$ cat config.mk
export PLATFORM = sky130hd
export DESIGN_NAME = xfer_ring_tracker
export DESIGN_NICKNAME = d
export VERILOG_FILES = /design/src/rtl/xrt_pkg.sv /design/src/rtl/xrt_ring_ctx.sv /design/src/rtl/xrt_db_check.sv /design/src/rtl/xrt_fetch_sched.sv /design/src/rtl/xfer_ring_tracker.sv
export SDC_FILE = /design/constraint.sdc
export NUM_CORES = 1
export LEC_CHECK = 0
export ABC_AREA = 0
export BUFFER_PORTS_ARGS = -buffer_cell sky130_fd_sc_hd__buf_2
export CAP_MARGIN = 20
export CORE_MARGIN = 8
export CORE_UTILIZATION = 35
export CTS_CLUSTER_SIZE = 30
export DETAILED_ROUTE_END_ITERATION = 8
export HOLD_SLACK_MARGIN = 0.15
export PLACE_DENSITY_LB_ADDON = 0.05
export SYNTH_ARGS = -nofsm -noshare
export SYNTH_HDL_FRONTEND = slang
export SYNTH_SLANG_ARGS = --single-unit
$ cat constraint.sdc
create_clock -name clk -period 4.4 [get_ports clk]
set_input_delay 0.22 -clock clk [delete_from_list [all_inputs] [get_ports clk]]
set_output_delay 0.22 -clock clk [all_outputs]
set_load 0.05 [all_outputs]
$ cat src/rtl/xrt_pkg.sv
package xrt_pkg;

  typedef enum logic [2:0] {
    CFG_BASE   = 3'd0,
    CFG_LAST   = 3'd1,
    CFG_RDPTR  = 3'd2,
    CFG_WRPTR  = 3'd3,
    CFG_ENABLE = 3'd4
  } cfg_sel_e;

  // One step around a ring whose highest valid index is last_idx.
  function automatic int unsigned ring_step(int unsigned ptr, int unsigned last_idx);
    if (ptr >= last_idx) return 0;
    return ptr + 1;
  endfunction

  // Byte offset of element idx when each element is 2**shift bytes.
  function automatic logic [63:0] elem_byte_off(int unsigned idx, int unsigned shift);
    return 64'(idx) << shift;
  endfunction

  // Round-robin choice: first requester after prev, among n slots; -1 if none.
  function automatic int pick_rr(logic [255:0] req, int unsigned prev, int unsigned n);
    int res;
    res = -1;
    for (int unsigned k = 1; k <= 256; k++) begin
      if (k <= n && res < 0) begin
        if (req[(prev + k) % n]) res = int'((prev + k) % n);
      end
    end
    return res;
  endfunction

endpackage

$ cat src/rtl/xrt_ring_ctx.sv
module xrt_ring_ctx
  import xrt_pkg::*;
#(
  parameter int IDX_W  = 8,
  parameter int ADDR_W = 32
) (
  input  logic              clk,
  input  logic              rst_n,
  input  logic              cfg_hit,
  input  cfg_sel_e          cfg_sel,
  input  logic [ADDR_W-1:0] cfg_data,
  input  logic              db_hit,
  input  logic [IDX_W-1:0]  db_wp,
  input  logic              adv,
  input  logic              adv_chain,
  output logic [ADDR_W-1:0] base,
  output logic [IDX_W-1:0]  rd_idx,
  output logic [IDX_W-1:0]  last_idx,
  output logic              enabled,
  output logic              armed,
  output logic              empty,
  output logic              full
);

  logic [ADDR_W-1:0] base_q;
  logic [IDX_W-1:0]  rp_q, wp_q, last_q;
  logic              en_q, arm_q;
  logic [IDX_W-1:0]  rp_step, wp_step;
  logic              drained;
  logic              cfg_rp_wr, cfg_wp_wr, cfg_disable;

  assign rp_step     = IDX_W'(ring_step(32'(rp_q), 32'(last_q)));
  assign wp_step     = IDX_W'(ring_step(32'(wp_q), 32'(last_q)));
  assign drained     = adv && !adv_chain && (rp_step == wp_q);
  assign cfg_rp_wr   = cfg_hit && (cfg_sel == CFG_RDPTR);
  assign cfg_wp_wr   = cfg_hit && (cfg_sel == CFG_WRPTR);
  assign cfg_disable = cfg_hit && (cfg_sel == CFG_ENABLE) && !cfg_data[0];

  always_ff @(posedge clk) begin
    if (!rst_n) begin
      base_q <= '0;
      last_q <= '1;
      rp_q   <= '0;
      wp_q   <= '0;
      en_q   <= 1'b0;
      arm_q  <= 1'b0;
    end else begin
      if (cfg_hit && cfg_sel == CFG_BASE)   base_q <= cfg_data;
      if (cfg_hit && cfg_sel == CFG_LAST)   last_q <= cfg_data[IDX_W-1:0];
      if (cfg_hit && cfg_sel == CFG_ENABLE) en_q   <= cfg_data[0];
      if (cfg_rp_wr)   rp_q <= cfg_data[IDX_W-1:0];
      else if (adv)    rp_q <= rp_step;
      if (cfg_wp_wr)   wp_q <= cfg_data[IDX_W-1:0];
      else if (db_hit) wp_q <= db_wp;
      if (cfg_disable)  arm_q <= 1'b0;
      else if (db_hit)  arm_q <= 1'b1;
      else if (drained) arm_q <= 1'b0;
    end
  end

  assign base     = base_q;
  assign rd_idx   = rp_q;
  assign last_idx = last_q;
  assign enabled  = en_q;
  assign armed    = arm_q;
  assign empty    = (rp_q == wp_q);
  assign full     = (wp_step == rp_q);

  // an accepted element always comes from a ring holding work
  assert_adv_nonempty_R7: assert property (@(posedge clk) disable iff (!rst_n)
    adv |-> !empty);

  // the read index is still unless an element is accepted or it is programmed
  assert_rp_hold_R7: assert property (@(posedge clk) disable iff (!rst_n)
    (!adv && !cfg_rp_wr) |=> $stable(rd_idx));

endmodule

$ cat src/rtl/xrt_db_check.sv
module xrt_db_check #(
  parameter int NUM_CH   = 4,
  parameter int IDX_W    = 8,
  parameter int CH_NUM_W = 8
) (
  input  logic                    clk,
  input  logic                    rst_n,
  input  logic                    db_we,
  input  logic [CH_NUM_W-1:0]     db_ch,
  input  logic [IDX_W-1:0]        db_wp,
  input  logic [NUM_CH-1:0]       ch_en,
  input  logic [NUM_CH*IDX_W-1:0] ch_last,
  output logic [NUM_CH-1:0]       db_hit,
  output logic                    db_err
);

  logic db_bad;
  logic err_q;

  always_comb begin
    db_hit = '0;
    for (int i = 0; i < NUM_CH; i++) begin
      if (db_we && db_ch == CH_NUM_W'(i) && ch_en[i] &&
          db_wp <= ch_last[i*IDX_W +: IDX_W])
        db_hit[i] = 1'b1;
    end
    db_bad = db_we && (db_hit == '0);
  end

  always_ff @(posedge clk) begin
    if (!rst_n)      err_q <= 1'b0;
    else if (db_bad) err_q <= 1'b1;
  end

  assign db_err = err_q;

  // the error flag never falls outside reset
  assert_err_sticky_R5: assert property (@(posedge clk) disable iff (!rst_n)
    db_err |=> db_err);

  // a doorbell no ring took raises the flag
  assert_rejected_db_flags_R5: assert property (@(posedge clk) disable iff (!rst_n)
    (db_we && db_hit == '0) |=> db_err);

  // at most one ring takes a given doorbell
  assert_db_single_R5: assert property (@(posedge clk) disable iff (!rst_n)
    $onehot0(db_hit));

endmodule

$ cat src/rtl/xrt_fetch_sched.sv
module xrt_fetch_sched
  import xrt_pkg::*;
#(
  parameter int NUM_CH   = 4,
  parameter int CH_IDX_W = 2
) (
  input  logic                clk,
  input  logic                rst_n,
  input  logic [NUM_CH-1:0]   ch_en,
  input  logic [NUM_CH-1:0]   ch_armed,
  input  logic [NUM_CH-1:0]   ch_empty,
  input  logic                fetch_ready,
  input  logic                fetch_chain,
  output logic                fetch_valid,
  output logic                fetch_first,
  output logic [CH_IDX_W-1:0] grant_ch,
  output logic [NUM_CH-1:0]   adv
);

  logic                grant_vld;
  logic [CH_IDX_W-1:0] grant_q;
  logic [CH_IDX_W-1:0] prev_q;
  logic                locked;
  logic [NUM_CH-1:0]   eligible;
  logic                accept;
  logic                release_grant;
  int                  pick;

  assign eligible    = ch_en & ch_armed & ~ch_empty;
  assign pick        = pick_rr(256'(eligible), 32'(prev_q), NUM_CH);
  assign fetch_valid = grant_vld && ch_en[grant_q] && !ch_empty[grant_q];
  assign accept      = fetch_valid && fetch_ready;
  assign release_grant = locked ? !ch_en[grant_q]
                                : !(ch_en[grant_q] && !ch_empty[grant_q]);

  always_comb begin
    adv = '0;
    if (accept) adv[grant_q] = 1'b1;
  end

  always_ff @(posedge clk) begin
    if (!rst_n) begin
      grant_vld <= 1'b0;
      grant_q   <= '0;
      prev_q    <= CH_IDX_W'(NUM_CH - 1);
      locked    <= 1'b0;
    end else if (grant_vld) begin
      if (accept) begin
        if (fetch_chain) begin
          locked <= 1'b1;
        end else begin
          locked    <= 1'b0;
          grant_vld <= 1'b0;
          prev_q    <= grant_q;
        end
      end else if (release_grant) begin
        grant_vld <= 1'b0;
        locked    <= 1'b0;
      end
    end else if (pick >= 0) begin
      grant_vld <= 1'b1;
      grant_q   <= CH_IDX_W'(pick);
    end
  end

  assign fetch_first = !locked;
  assign grant_ch    = grant_q;

  // one ring advances at most per cycle
  assert_single_adv_R9: assert property (@(posedge clk) disable iff (!rst_n)
    $onehot0(adv));

  // a chained acceptance keeps the same channel for the next element
  assert_chain_keeps_ch_R8: assert property (@(posedge clk) disable iff (!rst_n)
    (accept && fetch_chain) |=> (grant_ch == $past(grant_ch)));

  // nothing is offered on a channel that was never armed and is not mid-descriptor
  assert_offer_armed_R4: assert property (@(posedge clk) disable iff (!rst_n)
    (fetch_valid && fetch_first) |-> ch_armed[grant_ch]);

endmodule

$ cat src/rtl/xfer_ring_tracker.sv
module xfer_ring_tracker
  import xrt_pkg::*;
#(
  parameter int NUM_CH     = 4,
  parameter int IDX_W      = 8,
  parameter int ADDR_W     = 32,
  parameter int ELEM_BYTES = 16,
  parameter int CH_NUM_W   = 8
) (
  input  logic                clk,
  input  logic                rst_n,
  input  logic                cfg_we,
  input  logic [CH_NUM_W-1:0] cfg_ch,
  input  logic [2:0]          cfg_sel,
  input  logic [ADDR_W-1:0]   cfg_data,
  input  logic                db_we,
  input  logic [CH_NUM_W-1:0] db_ch,
  input  logic [IDX_W-1:0]    db_wp,
  output logic [NUM_CH-1:0]   ring_empty,
  output logic [NUM_CH-1:0]   ring_full,
  output logic                db_err,
  output logic                fetch_valid,
  input  logic                fetch_ready,
  output logic [CH_NUM_W-1:0] fetch_ch,
  output logic [ADDR_W-1:0]   fetch_addr,
  output logic                fetch_first,
  input  logic                fetch_chain
);

  localparam int CH_IDX_W   = (NUM_CH > 1) ? $clog2(NUM_CH) : 1;
  localparam int ELEM_SHIFT = $clog2(ELEM_BYTES);

  logic [ADDR_W-1:0]       base_a [NUM_CH];
  logic [IDX_W-1:0]        rp_a   [NUM_CH];
  logic [NUM_CH*IDX_W-1:0] last_flat;
  logic [NUM_CH-1:0]       en_v, arm_v, empty_v, full_v;
  logic [NUM_CH-1:0]       db_hit, adv, cfg_hit;
  logic [CH_IDX_W-1:0]     grant_ch;
  cfg_sel_e                sel;

  assign sel = cfg_sel_e'(cfg_sel);

  generate
    for (genvar i = 0; i < NUM_CH; i++) begin : g_ring
      assign cfg_hit[i] = cfg_we && (cfg_ch == CH_NUM_W'(i));
      xrt_ring_ctx #(.IDX_W(IDX_W), .ADDR_W(ADDR_W)) i_ctx (
        .clk       (clk),
        .rst_n     (rst_n),
        .cfg_hit   (cfg_hit[i]),
        .cfg_sel   (sel),
        .cfg_data  (cfg_data),
        .db_hit    (db_hit[i]),
        .db_wp     (db_wp),
        .adv       (adv[i]),
        .adv_chain (fetch_chain),
        .base      (base_a[i]),
        .rd_idx    (rp_a[i]),
        .last_idx  (last_flat[i*IDX_W +: IDX_W]),
        .enabled   (en_v[i]),
        .armed     (arm_v[i]),
        .empty     (empty_v[i]),
        .full      (full_v[i])
      );
    end
  endgenerate

  xrt_db_check #(.NUM_CH(NUM_CH), .IDX_W(IDX_W), .CH_NUM_W(CH_NUM_W)) i_db (
    .clk     (clk),
    .rst_n   (rst_n),
    .db_we   (db_we),
    .db_ch   (db_ch),
    .db_wp   (db_wp),
    .ch_en   (en_v),
    .ch_last (last_flat),
    .db_hit  (db_hit),
    .db_err  (db_err)
  );

  xrt_fetch_sched #(.NUM_CH(NUM_CH), .CH_IDX_W(CH_IDX_W)) i_sched (
    .clk         (clk),
    .rst_n       (rst_n),
    .ch_en       (en_v),
    .ch_armed    (arm_v),
    .ch_empty    (empty_v),
    .fetch_ready (fetch_ready),
    .fetch_chain (fetch_chain),
    .fetch_valid (fetch_valid),
    .fetch_first (fetch_first),
    .grant_ch    (grant_ch),
    .adv         (adv)
  );

  assign ring_empty = empty_v;
  assign ring_full  = full_v;
  assign fetch_ch   = CH_NUM_W'(grant_ch);
  assign fetch_addr = base_a[grant_ch] +
                      ADDR_W'(elem_byte_off(32'(rp_a[grant_ch]), ELEM_SHIFT));

  // a stalled offer keeps its channel and address when nothing is reprogrammed
  assert_stall_hold_R7: assert property (@(posedge clk) disable iff (!rst_n)
    (fetch_valid && !fetch_ready && !cfg_we && !db_we) |=>
      (fetch_valid && $stable(fetch_addr) && $stable(fetch_ch)));

endmodule

== Yosys cells after proc, flatten, opt, wreduce, memory -nomap -nowiden ==
Index checks and enable logic that the tools add are counted.
Storage, ports and cells
  bits in registers: 239
  bits of input ports: 65
  output and inout port bits: 51
  word-level logic and storage cells: 258
Cells by class
  add/sub/neg operators: 13
  magnitude comparators: 23
  equal/unequal tests: 22
  muxes and demuxes: 80
  bitwise logic cells: 7
  reduce and logical (&&, ||, !) cells: 84
Operator list (number)
  $mux W32: 9
  $mux W8: 26
  $eq A8 B8 Y1: 12
  $lt A32 B1 Y1 const B: 3
  $add A8 B1 Y8 const B: 8
  $bmux W32 S2: 1
  $ge A8 B8 Y1: 8
  $logic_and A1 B1 Y1: 54
  $lt A2 B9 Y1 const B: 4
  $mux W1: 35
  $add A32 B12 Y32: 1
  $eq A8 B2 Y1 const B: 4
  $ge A32 B1 Y1 const B: 1
  $le A8 B8 Y1: 4
  $reduce_bool A2 Y1: 13
  $bmux W8 S2: 1
  $eq A8 B1 Y1 const B: 2
  $logic_not A8 Y1: 2
  $bmux W1 S2: 6
  $and A4 B4 Y4: 2
  $reduce_or A2 Y1: 4
  $eq A3 B2 Y1 const B: 2
  $logic_not A1 Y1: 6
  $add A2 B1 Y2 const B: 2
  other kinds (15): 19

== Logic depth before layout (Yosys ltp) ==
Gate-level depths: netlist of the first run.
  word-level depth: 15
  mapped depth: 15
  gate-level depth less buffers: 10

== Cells and area by module ==
A second synthesis of the first run with hierarchy kept.
Second synthesis, totals
  cells, all modules: 2068
  area, all modules: 17461.7 µm²
Modules (own cells, without submodules)
  xrt_ring_ctx: times used 4, cells each 426, area an instance 3509.6 µm², sequential area each 1161.1 µm²
  xfer_ring_tracker: times used 1, cells each 164, area an instance 1876.8 µm², sequential area each 0.0 µm²
  xrt_db_check: times used 1, cells each 124, area an instance 930.9 µm², sequential area each 20.0 µm²
  xrt_fetch_sched: times used 1, cells each 76, area an instance 615.6 µm², sequential area each 120.1 µm²

== Worst setup path before layout of the first run ==
No wires, ideal clock.
  path type: reg-to-output
  start: register i_sched.grant_q[0], in the netlist i_sched.grant_ch[0]
  end: output fetch_addr[31]
  arrival time: 4.820 ns
  required time: 4.180 ns
  slack: -0.640 ns
  stages on the path, launching flop included: 15
  path buffers: 5
  path through: dfxtp_1 > buf_4 > buf_4 > clkbuf_1 > buf_1 > mux4_2 > ha_1 > or4_1 > nor2_1 > o21ai_0 > and4_1 > clkbuf_1 > nand4_1 > nor2_1 > xor2_1
Between the ends
  word-level cells in the longest chain between the ends: 5
  elaborated cells between the ends (all ways): 8
  those cells by class: add/sub: 1; mux: 6; bitwise: 1
Ends and longest elaborated chain
  start, declared: RTL line xrt_fetch_sched.sv:21  | logic [CH_IDX_W-1:0] grant_q;
  start signal, assigned: RTL line xrt_fetch_sched.sv:62  | grant_q <= CH_IDX_W'(pick);
  $not A2 Y3 (implied by the code) (*): RTL line xfer_ring_tracker.sv:96, xfer_ring_tracker.sv:97
  $bmux W32 S2 or $bmux W8 S2 (tied branches): RTL line xfer_ring_tracker.sv:96, xfer_ring_tracker.sv:97
  $mux W32 (implied by the code) or $mux W8 (tied branches) (2 in series): RTL line xfer_ring_tracker.sv:96, xfer_ring_tracker.sv:97
  $add A32 B12 Y32 (*): RTL line xfer_ring_tracker.sv:96  | assign fetch_addr = base_a[grant_ch] +
  end, declared: RTL line xfer_ring_tracker.sv:25  | output logic [ADDR_W-1:0] fetch_addr,
Every way passes the cells marked *; elsewhere a longest branch is shown, timed or not. The select of a mux whose other input is x is not followed.

== Worst setup path in the final report of the first run ==
  start: register i_sched.grant_q[1], in the netlist i_sched.grant_ch[1]
  end: output fetch_addr[31]
Same word-level chain as after synthesis.

==> metrics.csv, run 1 <==
stage;metric;value;unit
layout;Filler Cell Count;4732;
place;GP Congestion;0.846;
critical_path;Setup crit end kind;output port;
grt;initial antenna violation count;4;
sta;fin crit period;4.16;ns
critical_path;WP data arrival;3.94;ns
hold_path;Hold Crit Class;input pin to flop;
critical_path;CP Class;flop to output port;
drt;vias;15200;
layout;register area;4790;um2
drt;Residual DRC;0;
run;max-cap viol count;0;
clock_network;Clock Root Buffer;clkbuf_16;
pwr;PwrDens;264;nW/um2
sta;Worst-Margin Slew;1.01;ns
drt;wire length per cell;22.0;um
synth;Synth Cell Area;16200;um2
sta;RSZ-0062 raised after global routing;no;
critical_path;worst setup path start;i_sched.grant_ch[1];
place;Post-DP Area;17200;um2
synth;Post-Syn Instances;2020;
die;DIE AREA;53400;um2
grt;grt total ovfl;0;
synth;Seq/Total Area, Yosys;29.5;%
layout;share of layout cells above drive strength 1;13.7;%
layout;multi-input logic area;10600;um2
clock_network;Clock transition at path regs;0.06;ns
critical_path;Crit Path Max Fanout;14;
drt;DR iter-0 viols;982;
grt;GRT Util Overall;21.8;%
drt;post-route ant nets;0;
die;Rows;79;
drt;DR vias/cell;5.55;
sta;setup TNS;0;ns
clock_network;worst skew pair latency;0.60;ns
clock_network;clk sinks;239;
sta;Setup-failing EPs final;0;
clock_network;CTS buffer count;30;
die;I/O pins;116;
clock_network;CTS tree;built;
sta;final worst slack;0.236;ns
sta;Max Freq;240;MHz
drt;WL final;60200;um
pwr;Leak;7.61;nW
synth;mean area per synthesized cell;8.02;um2
die;die width;231;um
sta;Final Cycle Share;94.6;%
synth;yosys warns;0;
synth;#FFs+latches synth;239;
layout;nets;2279;
outcome;status;finished clean;
hold_path;min-delay src;db_we;
layout;Area Growth Syn to Fin;16.0;%
place;Port Buffers;109;
synth;asr flop ratio synth;0;%
die;height of the die;231;um
place;DP HPWL;41500;um
layout;post-route cell area;18800;um2
place;dpl ws;0.295;ns
critical_path;CP required;4.18;ns
die;core area;46200;um2
sta;Fin Clk Skew;0.0174;ns
synth;top_reg_cell synth;dfxtp_1;
die;Starting Density;35.1;%
grt;vias in the first global route;14600;
sta;Final Hold Fails;0;
pwr;Final Power;4.96;mW
clock_network;H-tree level count;1;
sta;Rel. slew slack;32.4;%
grt;first-pass GRT wire length;91100;um
pwr;peak supply drop;0.302;mV
synth;Synth cell types;90;
drt;TritonRoute pass-1 iters;5;
clock_network;Max Buffers Root-to-Sink;3;
sta;Slew Limit Fails;0;
critical_path;Reg-to-Reg Start;g_ring[2].i_ctx.rd_idx[0];
grt;largest net degree at the start of global routing;82;
synth;EDFF count, synth;0;
critical_path;Worst setup SP type;flop;
[final timing paths]
path                                                 to  slack, ns  cells past startpoint
worst max-delay path                     fetch_addr[31]       0.24                     11
worst min register to register  g_ring[2].i_ctx.base[8]       0.45                      2
worst max register to register    g_ring[2].i_ctx.armed       1.10                     10
worst min-delay path                        i_db.db_err       0.18                      4
[layout make-up]
type / count / area share (%)
inverter: 58 / 1.17
antenna: 3 / 0.0400
tap: 607 / 4.04
clock inverter: 10 / 0.586
timing repair buffer: 204 / 7.48
clock buffer: 46 / 4.85
sequential: 239 / 25.5
multi-input combinational: 1568 / 56.3
[layout by cell type (no fill, tap or decap), types with 20 or more instances in the layout]
cell and count:
nor2b_1 20, mux4_2 41, dfxtp_1 237, nand2_1 386, nand4_1 22, o21ai_0 78
nor2_1 120, xnor2_1 57, a21oi_1 186, nand3_1 51, nor3_1 37, mux2i_1 43
buf_4 45, dlygate4sd3_1 46, xor2_1 43, clkbuf_16 30, a211oi_1 32, buf_2 109
inv_1 55, and3_1 33, o211ai_1 41, ha_1 112
[routing by layer]
metal,routed length (um),global-route usage [%]
met3,3250,3.96
met1,27700,29.4
met4,1830,6.22
met5,13,0
met2,27500,35.2
[logic make-up (layout without fill, tap and decap cells)]
family	count (synthesis)	after routing	synth area share [%]
flip-flops	239	239	29.5
other	1	9	0.0232
buffers and inverters	218	318	5.99
XOR/XNOR	117	117	6.77
AO/OA/AOI/OAI	476	476	18.4
adder cells (fa/ha/maj)	113	113	8.77
AND/OR/NAND/NOR	770	770	21.8
multiplexers	86	86	8.68
[power breakdown]
group / internal [mW] / switching, mW
Combinational: 0.0711 / 0.175
Sequential: 2.16 / 0.00144
Clock: 1.49 / 1.06
[registers in the layout (all words and copies together) (netlist names)]
| signal | count |
|---|---|
| g_ring.i_ctx.wp_q | 32 |
| i_db.db_err | 1 |
| g_ring.i_ctx.last_idx | 32 |
| i_sched.grant_vld | 1 |
| g_ring.i_ctx.armed | 4 |
| g_ring.i_ctx.rd_idx | 32 |
| g_ring.i_ctx.enabled | 4 |
| i_sched.grant_ch | 2 |
| g_ring.i_ctx.base | 128 |
| i_sched.prev_q | 2 |
| i_sched.locked | 1 |
[synth_stat cells (6+ instances only)]
cell | count | share of area (%)
nand2_1 | 386 | 8.9
dfxtp_1 | 239 | 30
a21oi_1 | 186 | 5.7
nor2_1 | 126 | 2.9
ha_1 | 112 | 8.7
clkbuf_1 | 93 | 2.2
o21ai_0 | 79 | 2.4
xnor2_1 | 62 | 3.4
inv_1 | 55 | 1.3
nand3_1 | 51 | 1.6
xor2_1 | 49 | 2.6
mux2i_1 | 43 | 2.7
mux4_2 | 41 | 5.7
o211ai_1 | 41 | 1.9
nor3_1 | 37 | 1.1
and3_1 | 33 | 1.3
a211oi_1 | 32 | 1.5
buf_2 | 29 | 0.90
nand4_1 | 22 | 0.85
nor2b_1 | 20 | 0.77
buf_4 | 19 | 0.88
a21o_1 | 17 | 0.79
a31oi_1 | 17 | 0.66
nor4_1 | 13 | 0.50
nand2b_1 | 12 | 0.46
o21a_1 | 12 | 0.56
a22oi_1 | 9 | 0.42
and2_1 | 9 | 0.35
buf_1 | 9 | 0.21
or2_2 | 9 | 0.35
nor3b_1 | 8 | 0.37
o31ai_1 | 8 | 0.37
nand3b_1 | 7 | 0.32
nor4b_1 | 7 | 0.38
o21bai_1 | 7 | 0.32
a2bb2oi_1 | 6 | 0.32
o22ai_1 | 6 | 0.23
[critical path, cell delays in order, from the launching register on]
cell	delay [ns]
dfxtp_4	0.52
mux4_1	0.69
ha_1	0.28
or4_1	0.55
nor2_1	0.11
o21ai_1	0.10
and4_2	0.33
nand4_1	0.10
buf_4	0.16
nor2_1	0.10
xor2_4	0.12
buf_2	0.27
[stage by stage]
stage               std cells  utilization, %  hold slack [ns]
floorplan                2025               -            0.338
finish                   2735            40.7            0.178
detailed placement       2621            37.3            0.445
global route             2733            40.7            0.176
global placement         2620            37.2            0.439
CTS                      2725            40.5            0.157
[repair_timing]
action                                 CTS  global route
endpoints found under the hold margin  130             0
setup endpoints to repair               12             8
pin swaps                                2             0
setup buffers                            2             7
hold buffers                            46             0
resized for setup                        3             4
(Power assumes the default switching activity.)
==> run 2, diff against run 1 <==
--- a/config.mk
+++ b/config.mk
@@ -9,11 +9,12 @@
 export BUFFER_PORTS_ARGS = -buffer_cell sky130_fd_sc_hd__buf_2
 export CAP_MARGIN = 20
 export CORE_MARGIN = 8
-export CORE_UTILIZATION = 35
+export CORE_UTILIZATION = 45
 export CTS_CLUSTER_SIZE = 30
 export DETAILED_ROUTE_END_ITERATION = 8
 export HOLD_SLACK_MARGIN = 0.15
 export PLACE_DENSITY_LB_ADDON = 0.05
+export SLEW_MARGIN = 20
 export SYNTH_ARGS = -nofsm -noshare
 export SYNTH_HDL_FRONTEND = slang
 export SYNTH_SLANG_ARGS = --single-unit
==> run 2 against run 1 <==
  * Largest power group unchanged
  * Count of clock-buffer cells in the layout decreased by 6
  * Register-to-register slack improved by 0.03 ns
  * Global-route usage increased by 3.9 points
  * Routed wire length decreased by 7.7%
  * Non-clock buffer count decreased by 24
  * Combinational power decreased by 4%
  * Critical path depth unchanged
  * Clock power increased by 8%
  * Total power increased by 3.9%
  * Flip-flop and latch count unchanged
==> metrics.csv, run 2 (synthesis results as in run 1) <==
stage;metric;value;unit
sta;fin crit period;4.10;ns
critical_path;WP data arrival;3.88;ns
layout;most common cell after layout, fill and taps aside;nand2_1;
layout;nets;2255;
die;Rows;69;
sta;setup TNS;0;ns
layout;Area Growth Syn to Fin;14.0;%
sta;Worst-Margin Slew;1.01;ns
place;GP Congestion;0.893;
critical_path;CP Cell Sequence;buf_6, mux4_2, ha_1, or4_1, nor2_1, o21ai_1, and4_4, nand4_1, nor2_2, xor2_4, buf_2;
layout;post-route cell area;18500;um2
layout;share of layout cells above drive strength 1;13.4;%
pwr;Final Power;5.15;mW
critical_path;CP bufs+invs;2;
sta;Max Freq;244;MHz
clock_network;Clock Root Buffer;clkbuf_16;
pwr;PwrDens;279;nW/um2
clock_network;H-tree level count;1;
pwr;Leak;7.53;nW
pwr;peak supply drop;0.291;mV
grt;initial antenna violation count;3;
layout;Util after Layout;52.1;%
die;height of the die;206;um
clock_network;CTS tree;built;
clock_network;Max Buffers Root-to-Sink;3;
sta;Final Hold Fails;0;
sta;Setup-failing EPs final;0;
die;die width;206;um
grt;largest net degree at the start of global routing;90;
drt;DR vias/cell;5.88;
layout;commonest cells after routing, fill and taps aside;nand2_1 (384), dfxtp_1 (237), a21oi_1 (186), nor2_1 (119), ha_1 (112);
critical_path;CP max stage delay;0.60;ns
grt;grt total ovfl;0;
critical_path;worst-path cell with the longest stage delay;or4_1;
place;DP HPWL;38500;um
sta;Fin Clk Skew;0.00978;ns
drt;Residual DRC;0;
outcome;status;finished clean;
sta;Rel. slew slack;32.4;%
sta;Slew Limit Fails;0;
drt;DR iter-0 viols;1278;
layout;max reg flops;128;
grt;first-pass GRT wire length;85400;um
grt;GRT Util Overall;25.7;%
hold_path;Hold Crit Class;input pin to flop;
sta;Final Cycle Share;93.1;%
drt;wire length per cell;21.7;um
critical_path;Worst setup SP type;flop;
drt;TritonRoute pass-1 iters;8;
die;DIE AREA;42300;um2
drt;post-route ant nets;0;
critical_path;Crit Path Max Fanout;18;
place;Port Buffers;109;
sta;RSZ-0062 raised after global routing;no;
die;I/O pins;116;
critical_path;CP delay by family, top;simple AND/OR/NAND/NOR gates;
clock_network;Clock transition at path regs;0.06;ns
place;Post-DP Area;17000;um2
run;max-cap viol count;0;
drt;vias;15100;
drt;WL final;55600;um
die;core area;35500;um2
clock_network;CTS buffer count;30;
critical_path;CP required;4.18;ns
clock_network;clk sinks;239;
sta;Fin Hold WS;0.176;ns
grt;vias in the first global route;14300;
critical_path;CP Class;flop to output port;
clock_network;worst skew pair latency;0.56;ns
critical_path;Setup crit end kind;output port;
die;Starting Density;45.7;%
[run 2: cell count changes in the layout (fill, tap and decap cells not counted), sizes merged]
cell and delta:
buf -16, clkbuf -4, diode -1, dlygate4sd3 -10, bufinv +6
[run 2: worst register-to-register path, stage by stage, from the launching register on]
cell	delay, ns
dfxtp_1	0.53
inv_1	0.19
ha_1	0.30
nand2b_1	0.13
a2111oi_0	0.52
o21ai_1	0.14
buf_4	0.21
or4_1	0.53
o311a_1	0.14
o41ai_1	0.35
a21oi_1	0.11
[run 2: area by class of cell]
type	count	area, um2
Fill cell	3427	17000
Multi-Input combinational cell	1568	10600
Sequential cell	239	4790
Timing Repair Buffer	180	1180
Clock buffer	40	838
Tap cell	461	577
Clock inverter	16	273
Inverter	58	220
Antenna cell	2	5.00
[run 2: path summary, 6_finish.rpt]
check	slack (ns)	start	to	cells after the start
worst min register to register	0.45	g_ring[0].i_ctx.base[12]	g_ring[0].i_ctx.base[12]	2
worst max register to register	1.13	g_ring[2].i_ctx.rd_idx[0]	g_ring[2].i_ctx.armed	10
worst max-delay path	0.30	i_sched.grant_ch[1]	fetch_addr[31]	11
worst min-delay path	0.18	db_wp[1]	g_ring[2].i_ctx.wp_q[1]	3
[run 2: power breakdown]
group	internal [mW]	switching [mW]	total, mW
Combinational	0.0652	0.170	0.235
Sequential	2.16	0.00153	2.17
Clock	1.75	1.01	2.75
Total	3.98	1.18	5.15
[run 2: timing repair]
action | in CTS | in global routing
hold buffers | 36 | 0
pin swaps | 1 | 2
setup buffers | 1 | 1
endpoints found under the hold margin | 111 | 0
endpoints found under the setup margin | 7 | 9
resized for setup | 4 | 6
[run 2: through the flow]
step           setup WS [ns]  cells
2_1_floorplan        0.00632   2025
3_3_place_gp           0.542   2468
3_5_place_dp           0.485   2468
4_1_cts               0.0120   2561
5_1_grt               0.0524   2564
6_report               0.302   2564
[run 2: routing by layer]
layer	part of all wire, %	track usage, %
met2	45	41.0
met5	0.023	0
met4	3.1	7.74
met1	44	35.2
met3	7.4	3.95
==> run 3, diff against run 2 <==
--- a/config.mk
+++ b/config.mk
@@ -13,7 +13,7 @@
 export CTS_CLUSTER_SIZE = 30
 export DETAILED_ROUTE_END_ITERATION = 8
 export HOLD_SLACK_MARGIN = 0.15
-export PLACE_DENSITY_LB_ADDON = 0.05
+export PLACE_DENSITY = 0.66
 export SLEW_MARGIN = 20
 export SYNTH_ARGS = -nofsm -noshare
 export SYNTH_HDL_FRONTEND = slang
==> run 3 against run 2 <==
  * Final cell count shrank 0.27%
  * Fmax fell by 3.3%
  * Non-clock buffer count increased by 1
  * Critical path type unchanged
  * Die area stayed put
==> metrics.csv, run 3 (synthesis results as in run 1) <==
stage;metric;value;unit
outcome;status;finished clean;
place;GP Congestion;0.931;
sta;Rel. slew slack;25.6;%
layout;Area Growth Syn to Fin;12.9;%
clock_network;CTS buffer count;28;
run;max-cap viol count;0;
drt;Residual DRC;0;
pwr;peak supply drop;0.276;mV
critical_path;Worst setup SP type;flop;
drt;post-route ant nets;0;
sta;Slew Limit Fails;0;
sta;setup TNS;0;ns
drt;DR iter-0 viols;1544;
die;core area;35500;um2
drt;vias;15200;
sta;Max Freq;236;MHz
critical_path;Crit Path Max Fanout;15;
critical_path;WP data arrival;4.02;ns
layout;share of layout cells above drive strength 1;12.9;%
critical_path;Setup crit end kind;output port;
die;DIE AREA;42300;um2
layout;commonest cells after routing, fill and taps aside;nand2_1 (385), dfxtp_1 (237), a21oi_1 (186), nor2_1 (119), ha_1 (112);
layout;max reg flops;128;
drt;TritonRoute pass-1 iters;6;
clock_network;Clock transition at path regs;0.07;ns
layout;multi-input logic area;10600;um2
sta;fin crit period;4.24;ns
sta;Worst-Margin Slew;1.12;ns
drt;WL final;52900;um
layout;Util after Layout;51.5;%
clock_network;CTS tree;built;
drt;DR vias/cell;5.95;
die;Starting Density;45.7;%
grt;grt total ovfl;0;
clock_network;H-tree level count;1;
layout;nets;2254;
sta;Final Hold Fails;0;
clock_network;Max Buffers Root-to-Sink;3;
die;die width;206;um
layout;most common cell after layout, fill and taps aside;nand2_1;
sta;Final Cycle Share;96.4;%
layout;register area;4790;um2
die;I/O pins;116;
layout;Filler Cell Count;3366;
place;Port Buffers;109;
drt;wire length per cell;20.7;um
critical_path;CP required;4.18;ns
pwr;PwrDens;258;nW/um2
pwr;Leak;7.43;nW
clock_network;clk sinks;239;
die;Rows;69;
hold_path;Hold Crit Class;input pin to flop;
grt;initial antenna violation count;4;
sta;Fin Clk Skew;0.0234;ns
grt;first-pass GRT wire length;82700;um
grt;largest net degree at the start of global routing;84;
place;DP HPWL;36400;um
die;height of the die;206;um
sta;RSZ-0062 raised after global routing;no;
clock_network;worst skew pair latency;0.56;ns
grt;vias in the first global route;14500;
sta;Setup-failing EPs final;0;
clock_network;Clock Root Buffer;clkbuf_16;
grt;GRT Util Overall;24.4;%
critical_path;CP Class;flop to output port;
-- run 3: worst max-delay path: stages (launching register included) --
cell and delay (ns):
dfxtp_4 0.46, mux4_2 0.55, ha_1 0.25, fa_1 0.40, a21o_1 0.19, a21oi_1 0.24, nor2_1 0.11, o211ai_1 0.49
nor2_2 0.20, nand3_1 0.17, xnor2_2 0.12, buf_2 0.28
-- run 3: power breakdown --
group | switching, mW | internal (mW) | leakage [nW]
combinational | 0.162 | 0.0646 | 5.07
clock | 0.962 | 1.37 | 0.440
sequential | 0.00149 | 2.16 | 1.93
total | 1.13 | 3.60 | 7.43
-- run 3: what timing repair did --
action / in CTS / in global routing
pin swaps: 0 / 2
hold buffers: 36 / 0
setup buffers: 0 / 5
endpoints found under the hold margin: 107 / 0
resized for setup: 4 / 2
setup endpoints to repair: 7 / 7
-- run 3: area by class of cell --
class	instances	share of cell area [%]
Multi-Input combinational cell	1568	57.9
Sequential cell	239	26.2
Timing Repair Buffer	181	6.52
Clock buffer	39	4.33
Tap cell	461	3.16
Inverter	58	1.20
Clock inverter	9	0.630
Antenna cell	2	0.0274
-- run 3: path summary, 6_finish.rpt --
check / to / from / slack (ns) / cells after the start
worst max-delay path: fetch_addr[28] / i_sched.grant_ch[1] / 0.16 / 11
worst min-delay path: g_ring[0].i_ctx.wp_q[3] / db_wp[3] / 0.18 / 3
worst max register to register: g_ring[1].i_ctx.armed / g_ring[1].i_ctx.rd_idx[5] / 1.07 / 9
worst min register to register: g_ring[3].i_ctx.base[2] / g_ring[3].i_ctx.base[2] / 0.45 / 2
-- run 3: per-layer routing --
metal  global-route usage [%]  routed length (um)  vias to the layer above
met3                     3.04                3700                       96
met5                        0                  22                        -
met2                     40.8               24900                      550
li1                         -                   -                     7286
met1                     32.6               22800                     7268
met4                     6.87                1420                        4
-- run 3: through the flow --
stage / hold WS (ns) / setup WS [ns] / power, mW / cells / cell area, um2
2_1_floorplan: 0.338 / 0.00632 / 2.31 / 2025 / 16300
3_3_place_gp: 0.438 / 0.488 / 2.41 / 2466 / 17000
3_5_place_dp: 0.446 / 0.504 / 2.41 / 2466 / 17000
4_1_cts: 0.151 / 0.0547 / 4.74 / 2550 / 18200
5_1_grt: 0.168 / 0.0254 / 4.84 / 2557 / 18300
6_report: 0.175 / 0.160 / 4.72 / 2557 / 18300
